`src/rtl/fwg_pkg.sv`:
```
`timescale 1ns/1ps
package fwg_pkg;
   typedef enum logic {
      QS_IDLE  = 1'b0,
      QS_OPEN  = 1'b1
   } qual_state_e;

   // bit positions inside the synchronized pin vector
   localparam int PIN_CE   = 0;
   localparam int PIN_WE   = 1;
   localparam int PIN_OE   = 2;
   localparam int PIN_LOW  = 3;
   localparam int PIN_RAMP = 4;
   localparam int NUM_PINS = 5;
   localparam int NUM_ENAB = 3;
endpackage

```
`src/rtl/fwg_sync.sv`:
```
`timescale 1ns/1ps
module fwg_sync #(
   parameter int             W       = 1,
   parameter int             STAGES  = 2,
   parameter logic [W-1:0]   RST_VAL = '0
) (
   input  logic         clk,
   input  logic         rst_n,
   input  logic [W-1:0] d,
   output logic [W-1:0] q
);
   generate
      if (STAGES < 2) begin : g_bad_stages
         $error("fwg_sync: STAGES must be at least 2");
      end
      if (W < 1) begin : g_bad_width
         $error("fwg_sync: W must be at least 1");
      end
   endgenerate

   logic [W-1:0] chain [STAGES];

   always_ff @(posedge clk or negedge rst_n) begin
      if (!rst_n) begin
         for (int i = 0; i < STAGES; i++) chain[i] <= RST_VAL;
      end else begin
         chain[0] <= d;
         for (int i = 1; i < STAGES; i++) chain[i] <= chain[i-1];
      end
   end

   assign q = chain[STAGES-1];
endmodule

```
`src/rtl/fwg_deglitch.sv`:
```
`timescale 1ns/1ps
module fwg_deglitch #(
   parameter int MIN_PULSE = 3,
   parameter bit RST_VAL   = 1'b1
) (
   input  logic clk,
   input  logic rst_n,
   input  logic din,
   output logic dout
);
   generate
      if (MIN_PULSE < 1) begin : g_bad_pulse
         $error("fwg_deglitch: MIN_PULSE must be at least 1");
      end

      if (MIN_PULSE == 1) begin : g_pass
         always_ff @(posedge clk or negedge rst_n) begin
            if (!rst_n) dout <= RST_VAL;
            else        dout <= din;
         end
      end else begin : g_count
         localparam int             CW   = $clog2(MIN_PULSE);
         localparam logic [CW-1:0]  LAST = CW'(MIN_PULSE - 1);
         logic [CW-1:0] run;

         always_ff @(posedge clk or negedge rst_n) begin
            if (!rst_n) begin
               run  <= '0;
               dout <= RST_VAL;
            end else if (din == dout) begin
               run  <= '0;
            end else if (run == LAST) begin
               dout <= din;
               run  <= '0;
            end else begin
               run  <= run + 1'b1;
            end
         end

         AST_FLIP_AFTER_FULL_RUN: assert property (@(posedge clk) disable iff (!rst_n)
            !$stable(dout) |-> ($past(run) == LAST));
      end
   endgenerate

   AST_FLIP_TO_INPUT: assert property (@(posedge clk) disable iff (!rst_n)
      !$stable(dout) |-> (dout == $past(din)));
endmodule

```
`src/rtl/fwg_qualify.sv`:
```
`timescale 1ns/1ps
module fwg_qualify
   import fwg_pkg::*;
#(
   parameter int AW = 8,
   parameter int DW = 8
) (
   input  logic          clk,
   input  logic          rst_n,
   input  logic          f_ce_n,
   input  logic          f_we_n,
   input  logic          f_oe_n,
   input  logic          lock,
   input  logic          ramp,
   input  logic [AW-1:0] addr_in,
   input  logic [DW-1:0] data_in,
   output logic          cmd_wr,
   output logic [AW-1:0] cmd_addr,
   output logic [DW-1:0] cmd_data
);
   qual_state_e state;
   logic        ready;     // an enable has been high since the last cycle start or lockout
   logic        pu_sup;    // enables were low during the power ramp
   logic        both_low;
   logic        ended;
   logic        open_now;

   assign both_low = !f_ce_n && !f_we_n;
   assign ended    = f_ce_n || f_we_n;
   assign open_now = (state == QS_IDLE) && ready && both_low && f_oe_n && !lock;

   always_ff @(posedge clk or negedge rst_n) begin
      if (!rst_n) begin
         state    <= QS_IDLE;
         ready    <= 1'b0;
         pu_sup   <= 1'b0;
         cmd_wr   <= 1'b0;
         cmd_addr <= '0;
         cmd_data <= '0;
      end else begin
         cmd_wr <= 1'b0;

         if (lock)          ready <= 1'b0;
         else if (ended)    ready <= 1'b1;
         else if (open_now) ready <= 1'b0;

         if (ramp && both_low)    pu_sup <= 1'b1;
         else if (!ramp && ended) pu_sup <= 1'b0;

         case (state)
            QS_IDLE: begin
               if (open_now) state <= QS_OPEN;
            end
            QS_OPEN: begin
               if (lock || !f_oe_n) begin
                  state <= QS_IDLE;
               end else if (ended) begin
                  state <= QS_IDLE;
                  if (!pu_sup) begin
                     cmd_wr   <= 1'b1;
                     cmd_addr <= addr_in;
                     cmd_data <= data_in;
                  end
               end
            end
            default: state <= QS_IDLE;
         endcase
      end
   end

   AST_STROBE_ONE_WIDE: assert property (@(posedge clk) disable iff (!rst_n)
      cmd_wr |=> !cmd_wr);
   AST_OE_HIGH_AT_END: assert property (@(posedge clk) disable iff (!rst_n)
      cmd_wr |-> $past(f_oe_n));
   AST_NO_WR_LOCKED: assert property (@(posedge clk) disable iff (!rst_n)
      cmd_wr |-> !$past(lock));
   AST_RAMP_QUIET: assert property (@(posedge clk) disable iff (!rst_n)
      cmd_wr |-> !$past(pu_sup));
   AST_ADDR_ONLY_WITH_STROBE: assert property (@(posedge clk) disable iff (!rst_n)
      !$stable(cmd_addr) |-> cmd_wr);
   AST_DATA_ONLY_WITH_STROBE: assert property (@(posedge clk) disable iff (!rst_n)
      !$stable(cmd_data) |-> cmd_wr);
endmodule

```
`src/rtl/flash_wr_gate.sv`:
```
`timescale 1ns/1ps
module flash_wr_gate
   import fwg_pkg::*;
#(
   parameter int AW          = 8,
   parameter int DW          = 8,
   parameter int SYNC_STAGES = 2,
   parameter int MIN_PULSE   = 3
) (
   input  logic          clk,
   input  logic          rst_n,
   input  logic          ce_n,
   input  logic          we_n,
   input  logic          oe_n,
   input  logic          supply_low,
   input  logic          pwr_ramp,
   input  logic [AW-1:0] addr_in,
   input  logic [DW-1:0] data_in,
   output logic          cmd_wr,
   output logic [AW-1:0] cmd_addr,
   output logic [DW-1:0] cmd_data,
   output logic          rd_reset_req
);
   // enables idle high, flags idle low
   localparam logic [NUM_PINS-1:0] PIN_IDLE = NUM_PINS'(7);

   generate
      if (AW < 1 || DW < 1) begin : g_bad_bus
         $error("flash_wr_gate: AW and DW must be at least 1");
      end
   endgenerate

   logic [NUM_PINS-1:0] raw_pins;
   logic [NUM_PINS-1:0] sync_pins;
   logic [NUM_ENAB-1:0] filt_en;

   always_comb begin
      raw_pins           = '0;
      raw_pins[PIN_CE]   = ce_n;
      raw_pins[PIN_WE]   = we_n;
      raw_pins[PIN_OE]   = oe_n;
      raw_pins[PIN_LOW]  = supply_low;
      raw_pins[PIN_RAMP] = pwr_ramp;
   end

   fwg_sync #(
      .W       (NUM_PINS),
      .STAGES  (SYNC_STAGES),
      .RST_VAL (PIN_IDLE)
   ) u_sync (
      .clk   (clk),
      .rst_n (rst_n),
      .d     (raw_pins),
      .q     (sync_pins)
   );

   generate
      for (genvar g = 0; g < NUM_ENAB; g++) begin : g_filt
         fwg_deglitch #(
            .MIN_PULSE (MIN_PULSE),
            .RST_VAL   (1'b1)
         ) u_dg (
            .clk   (clk),
            .rst_n (rst_n),
            .din   (sync_pins[g]),
            .dout  (filt_en[g])
         );
      end
   endgenerate

   fwg_qualify #(
      .AW (AW),
      .DW (DW)
   ) u_qual (
      .clk      (clk),
      .rst_n    (rst_n),
      .f_ce_n   (filt_en[PIN_CE]),
      .f_we_n   (filt_en[PIN_WE]),
      .f_oe_n   (filt_en[PIN_OE]),
      .lock     (sync_pins[PIN_LOW]),
      .ramp     (sync_pins[PIN_RAMP]),
      .addr_in  (addr_in),
      .data_in  (data_in),
      .cmd_wr   (cmd_wr),
      .cmd_addr (cmd_addr),
      .cmd_data (cmd_data)
   );

   assign rd_reset_req = sync_pins[PIN_LOW];

   AST_NO_STROBE_WHEN_REQ: assert property (@(posedge clk) disable iff (!rst_n)
      cmd_wr |-> !$past(rd_reset_req));
endmodule

```
`config.mk`:
```
export PLATFORM = sky130hd
export DESIGN_NAME = flash_wr_gate
export DESIGN_NICKNAME = d
export VERILOG_FILES = /design/src/rtl/fwg_pkg.sv /design/src/rtl/fwg_sync.sv /design/src/rtl/fwg_deglitch.sv /design/src/rtl/fwg_qualify.sv /design/src/rtl/flash_wr_gate.sv
export SDC_FILE = /design/constraint.sdc
export NUM_CORES = 1
export LEC_CHECK = 0
export BUFFER_PORTS_ARGS = -buffer_cell sky130_fd_sc_hd__buf_4
export CAP_MARGIN = 20
export CORE_MARGIN = 2
export CORE_UTILIZATION = 49
export CTS_CLUSTER_DIAMETER = 150
export DETAILED_ROUTE_END_ITERATION = 6
export HOLD_SLACK_MARGIN = 0.03
export PLACE_DENSITY = 0.8
export SYNTH_ARGS = -nofsm -noshare
export SYNTH_HDL_FRONTEND = slang
export SYNTH_SLANG_ARGS = --single-unit
```
`constraint.sdc`:
```
create_clock -name clk -period 3.9 [get_ports clk]
set_input_delay 0.78 -clock clk [delete_from_list [all_inputs] [get_ports clk]]
set_output_delay 0.78 -clock clk [all_outputs]
set_load 0.01 [all_outputs]
```
== Yosys cells after proc, flatten, opt, wreduce, memory -nomap -nowiden ==
Index checks and enable logic that the tools add are counted.

* Logic and storage cells: 68
* Register bits: 39
* ROM bits: 0
* Bits in latches: 0
* Memories: 0
* RAM bits: 0
* Output and inout bits: 18
* Bits of input ports: 23

* Bitwise logic cells: 6
* Multiply operators: 0
* $lt $le $gt $ge: 0
* Div/mod/pow operators: 0
* Shift-type cells: 0
* Reduce and logical (&&, ||, !) cells: 20
* Multiplexer cells: 19
* Add/sub/neg operators: 3
* Eq/ne operators: 6

{| class="wikitable"
|+ Operator list
! kind !! number
|-
| $mux 1 || 12
|-
| $mux 2 || 6
|-
| $logic_and 1x1->1 || 7
|-
| $add 2x1->2 const B || 3
|-
| $eq 2x2->1 const B || 3
|-
| $not 1->1 || 6
|-
| $reduce_and 2->1 || 3
|-
| $logic_not 1->1 || 5
|-
| $reduce_and 4->1 || 1
|-
| $eq 1x1->1 || 3
|-
| $reduce_bool 3->1 || 1
|-
| $logic_or 1x1->1 || 2
|-
| $pmux 1 s2 || 1
|-
| $reduce_bool 2->1 || 1
|}

== Depth between registers and ports, before layout ==
* Depth in word-level cells: 8
* Depth in mapped cells: 5

== By module ==
Synthesis repeated with hierarchy kept, for this count alone.

* Cell total of the unflattened synthesis: 88
* Area, all modules: 1502.7 µm²

{| class="wikitable"
|+ Modules (own cells, without submodules)
! module !! instances !! cells each !! area each (µm²)
|-
| fwg_qualify || 1 || 49 || 828.3
|-
| fwg_deglitch || 3 || 8 || 126.4
|-
| fwg_sync || 1 || 15 || 295.3
|}

== Least setup slack after synthesis ==
Ideal clock, no wire load.

* Kind: register -> register
* Start point: register g_filt[1].u_dg.dout
* End point: register u_qual.cmd_addr[2]
* Setup slack: 2.111 ns
* Setup time: 0.125 ns
* Clock period less this slack: 1.789 ns
* Stages on the path, launching flop included: 6
* Buffers on the path: 2
* Data arrival time: 1.664 ns
* Cells stage by stage: dfstp_2 nor2_2 or4b_4 buf_6 buf_12 mux2_4

* Cells in the longest elaborated chain, start to end: 2

{| class="wikitable"
|+ Ends and longest elaborated chain
! element !! RTL line !! text
|-
| start: declaration || fwg_deglitch.sv:9 || <nowiki>output logic dout</nowiki>
|-
| start signal: assignment || fwg_deglitch.sv:33 || <nowiki>dout <= din;</nowiki>
|-
| $logic_or 1x1->1 || fwg_qualify.sv:29 || <nowiki>assign ended = f_ce_n || f_we_n;</nowiki>
|-
| $reduce_and 4->1 (no line) || - ||
|-
| end signal: assignment || fwg_qualify.sv:61 || <nowiki>cmd_addr <= addr_in;</nowiki>
|-
| end: declaration || fwg_qualify.sv:18 || <nowiki>output logic [AW-1:0] cmd_addr,</nowiki>
|}

No other way between the ends.
A chain may end at the register's enable or synchronous reset.

== Final worst setup path ==
* Start point: register g_filt[1].u_dg.dout
* End point: register u_qual.cmd_data[0]

* Cells in the longest elaborated chain, start to end: 2

{| class="wikitable"
|+ Ends and longest elaborated chain
! element !! RTL line !! text
|-
| $logic_or 1x1->1 || fwg_qualify.sv:29 ||
|-
| $reduce_and 4->1 (no line) || - ||
|-
| end signal: assignment || fwg_qualify.sv:62 || <nowiki>cmd_data <= data_in;</nowiki>
|-
| end: declaration || fwg_qualify.sv:19 || <nowiki>output logic [DW-1:0] cmd_data</nowiki>
|}

No other way between the ends.

==> results.md <==
* Status: completed
* Total track usage at between 10% and 20%
* Leak Pwr at between 0.0008 and 0.0009 uW
* Data arrival, critical path at around 2 ns
* Worst setup margin at 2.11 ns
* Port-buffer cells at 40
* Syn avg cell area at 17.0 sq um
* Synth Area in XOR/XNOR at ~1.8%
* Final net count at about 150
* CTS resizes at 0
* Total Power at around 1100 uW
* Slew Limit Fails at 0
* DRT Pass-1 Iters at 2
* Synthesis Warnings at 0
* CTS max path bufs at 2
* Seq/Total Area, Yosys at between 60% and 70%
* Worst Path Buf+Inv at 0
* Final Hold Viols at 0
* Area delta synth->final at 27.7%
* Mapped cell area at around 1400 sq um
* Grt ovf at 0
* Crit path max-delay family: simple AND/OR/NAND/NOR gates
* Die height at roughly 58 microns
* CP Cell Sequence: nor2_2, or4b_4, mux2_4
* Non-Filler Instances at 161
* Num rows at 19
* Compound-gate portion of the synthesized area at 1.67%
* Worst skew pair latency at between 0.3 and 0.4 ns
* Core footprint at 2760 sq um
* CTS H-tree depth at 2
* CP max-delay cell: or4b_4
* Synthesis-stage register bit count at 39
* Num ports at a little over 40
* Final setup vio count at 0
* Residual DRC at 0
* Die width at 57.9 microns
* CTS Sinks at 39
* CTS Root Cell: clkbuf_4
* Routability cong. at ~0.69
* Routed WL at 2440 microns
* CP required at ~4 ns
* Max capacitance violation total at 0
* TritonCTS clock tree: done
* Vias per cell at approximately 5
* Synth Area in Adders at 0.879%
* Cells after Synth at 84
* Post-Synth Simple-Gate Area at under 10%
* Num CTS Buffers at 5
* First-pass GRT wire length at between 3000 and 4000 microns
* Initial antenna violation count at 0
* Min-Delay Path Class: flip-flop to flip-flop
* CP Class: flip-flop to flip-flop
* Clock-pin slew on the worst setup and hold paths at roughly 0.11 ns
* F_max at about 560 MHz
* Yosys cell types at 20
* Min cycle time layout at 1.79 ns
* Worst Setup End Kind: flip-flop
* Layout Skew at about 0.0060 ns
* RSZ-0062 raised after global routing: false
* CP Max Fanout at 17
* Wirelength per Cell at between 15 and 20 microns
* Syn Nets at approximately 110
* Slowest stage delay, CP at ~0.7 ns
* Initial DRC Count at 7
* Fraction of layout cells with a size suffix above 1 at about three fifths
* Tcrit/Tclk final at about 46%
* Worst Tran Pin Value at 0.464 ns
* Relative slew slack at between 60 and 70%
* Starting Density at approximately half
* Vias in the first global route at between 800 and 900
* Post-CTS Hold Fix Bufs at 0
* Largest net degree at the start of global routing at 40
* Mux cell area share after synthesis at between 10% and 20%
* Routed Antenna Nets at 0
* Post-place setup slack at about 2.1 ns
* Die area at about 3400 sq um
* Worst VDD drop at 0.490 mV
* Largest family of logic cells by synthesized area: multiplexers
* Setup crit start kind: flip-flop
* Final setup TNS at 0 ns
* ANT cells at 0
* Post-CTS Setup Repair Bufs at 0
* Pwr per Cell Area at 625 nW/um^2
* Via Count at 793
* Placed instance count at between 150 and 200
## cells in the mapped netlist
library cell | number | area (sq um)
nand2b_1 | 1 | 6.26
nor3b_1 | 2 | 15.0
nor4_1 | 1 | 6.26
a31o_2 | 1 | 8.76
buf_6 | 1 | 11.3
nor3_1 | 4 | 20.0
xnor2_1 | 3 | 26.3
buf_12 | 1 | 20.0
or4b_4 | 1 | 13.8
o21ai_0 | 1 | 5.00
mux2_2 | 10 | 113
dfstp_2 | 9 | 236
mux2_4 | 9 | 135
ha_1 | 1 | 12.5
a21oi_1 | 2 | 10.0
inv_1 | 3 | 11.3
nor2b_1 | 2 | 12.5
nor2_1 | 1 | 3.75
dfrtp_1 | 30 | 751
nor2_2 | 1 | 6.26
## placed cells by master, fill, tap and decap left out, types with 2 or more instances in the layout
cell / synthesis / routed
a21oi_1: 2 / 2
buf_4: 0 / 40
clkbuf_4: 0 / 5
dfrtp_1: 30 / 30
dfstp_2: 9 / 9
inv_1: 3 / 3
mux2_2: 10 / 10
mux2_4: 9 / 9
nor2b_1: 2 / 2
nor3_1: 4 / 4
nor3b_1: 2 / 2
xnor2_1: 3 / 3
## through the flow
stage               utilization [%]  hold slack (ns)  cell area (sq um)
finish                         65.9            0.364               1820
global route                   65.9            0.368               1820
CTS                            65.9            0.364               1820
detailed placement             62.8            0.343               1730
global placement               62.8            0.332               1730
floorplan                         -            0.331               1420
## worst register-to-register path, cell delays in order, from the launching register on
cell and delay (ns):
dfstp_2 0.59, nor2_2 0.07, or4b_4 0.68, mux2_4 0.36
## layer usage
| metal | part of all wire, % | track usage [%] |
|---|---|---|
| met1 | 41 | 19.4 |
| met3 | 5.3 | 6.92 |
| met5 | 0 | 0 |
| met4 | 0.53 | 3.99 |
| met2 | 53 | 27.8 |
## registers in the layout, summed over array words and instances, names as in the netlist
register,cells
g_filt.u_dg.g_count.run,6
u_qual.cmd_wr,1
u_qual.pu_sup,1
u_qual.state,1
u_qual.cmd_addr,8
u_qual.cmd_data,8
g_filt.u_dg.dout,3
u_sync.q,5
u_sync.chain,5
u_qual.ready,1
## power by group
part           switching [uW]  internal [uW]  total, uW
Clock                     122            152        274
Combinational             107            169        276
Sequential               71.0            516        587
## layout make-up
cell class                      instances  area, sq um
Tap cell                               31         38.8
Inverter                                3         11.3
Fill cell                             204          940
Clock buffer                            6         51.3
Timing Repair Buffer                   40          300
Sequential cell                        39          987
Multi-Input combinational cell         40          394
Clock inverter                          2         35.0
## logic make-up (layout without fill, tap and decap cells)
logic type,after synthesis,count (layout)
compound gates,4,4
xor+xnor,3,3
fa+ha+maj,1,1
buf+inv,5,51
flops,39,39
mux,19,19
simple gates,13,13
## final timing paths
kind                                      from                 end  slack (ns)  cells past startpoint
setup reg to reg           g_filt[1].u_dg.dout  u_qual.cmd_data[0]        2.11                      3
hold / removal                 u_sync.chain[8]         u_sync.q[3]        0.36                      0
setup / recovery           g_filt[1].u_dg.dout  u_qual.cmd_data[0]        2.11                      3
hold reg to reg                u_sync.chain[8]         u_sync.q[3]        0.36                      0
min in group asynchronous                rst_n  u_qual.cmd_data[6]        0.39                      1
max in group asynchronous                rst_n         u_sync.q[2]        3.15                      1
(Power assumes the default switching activity.)
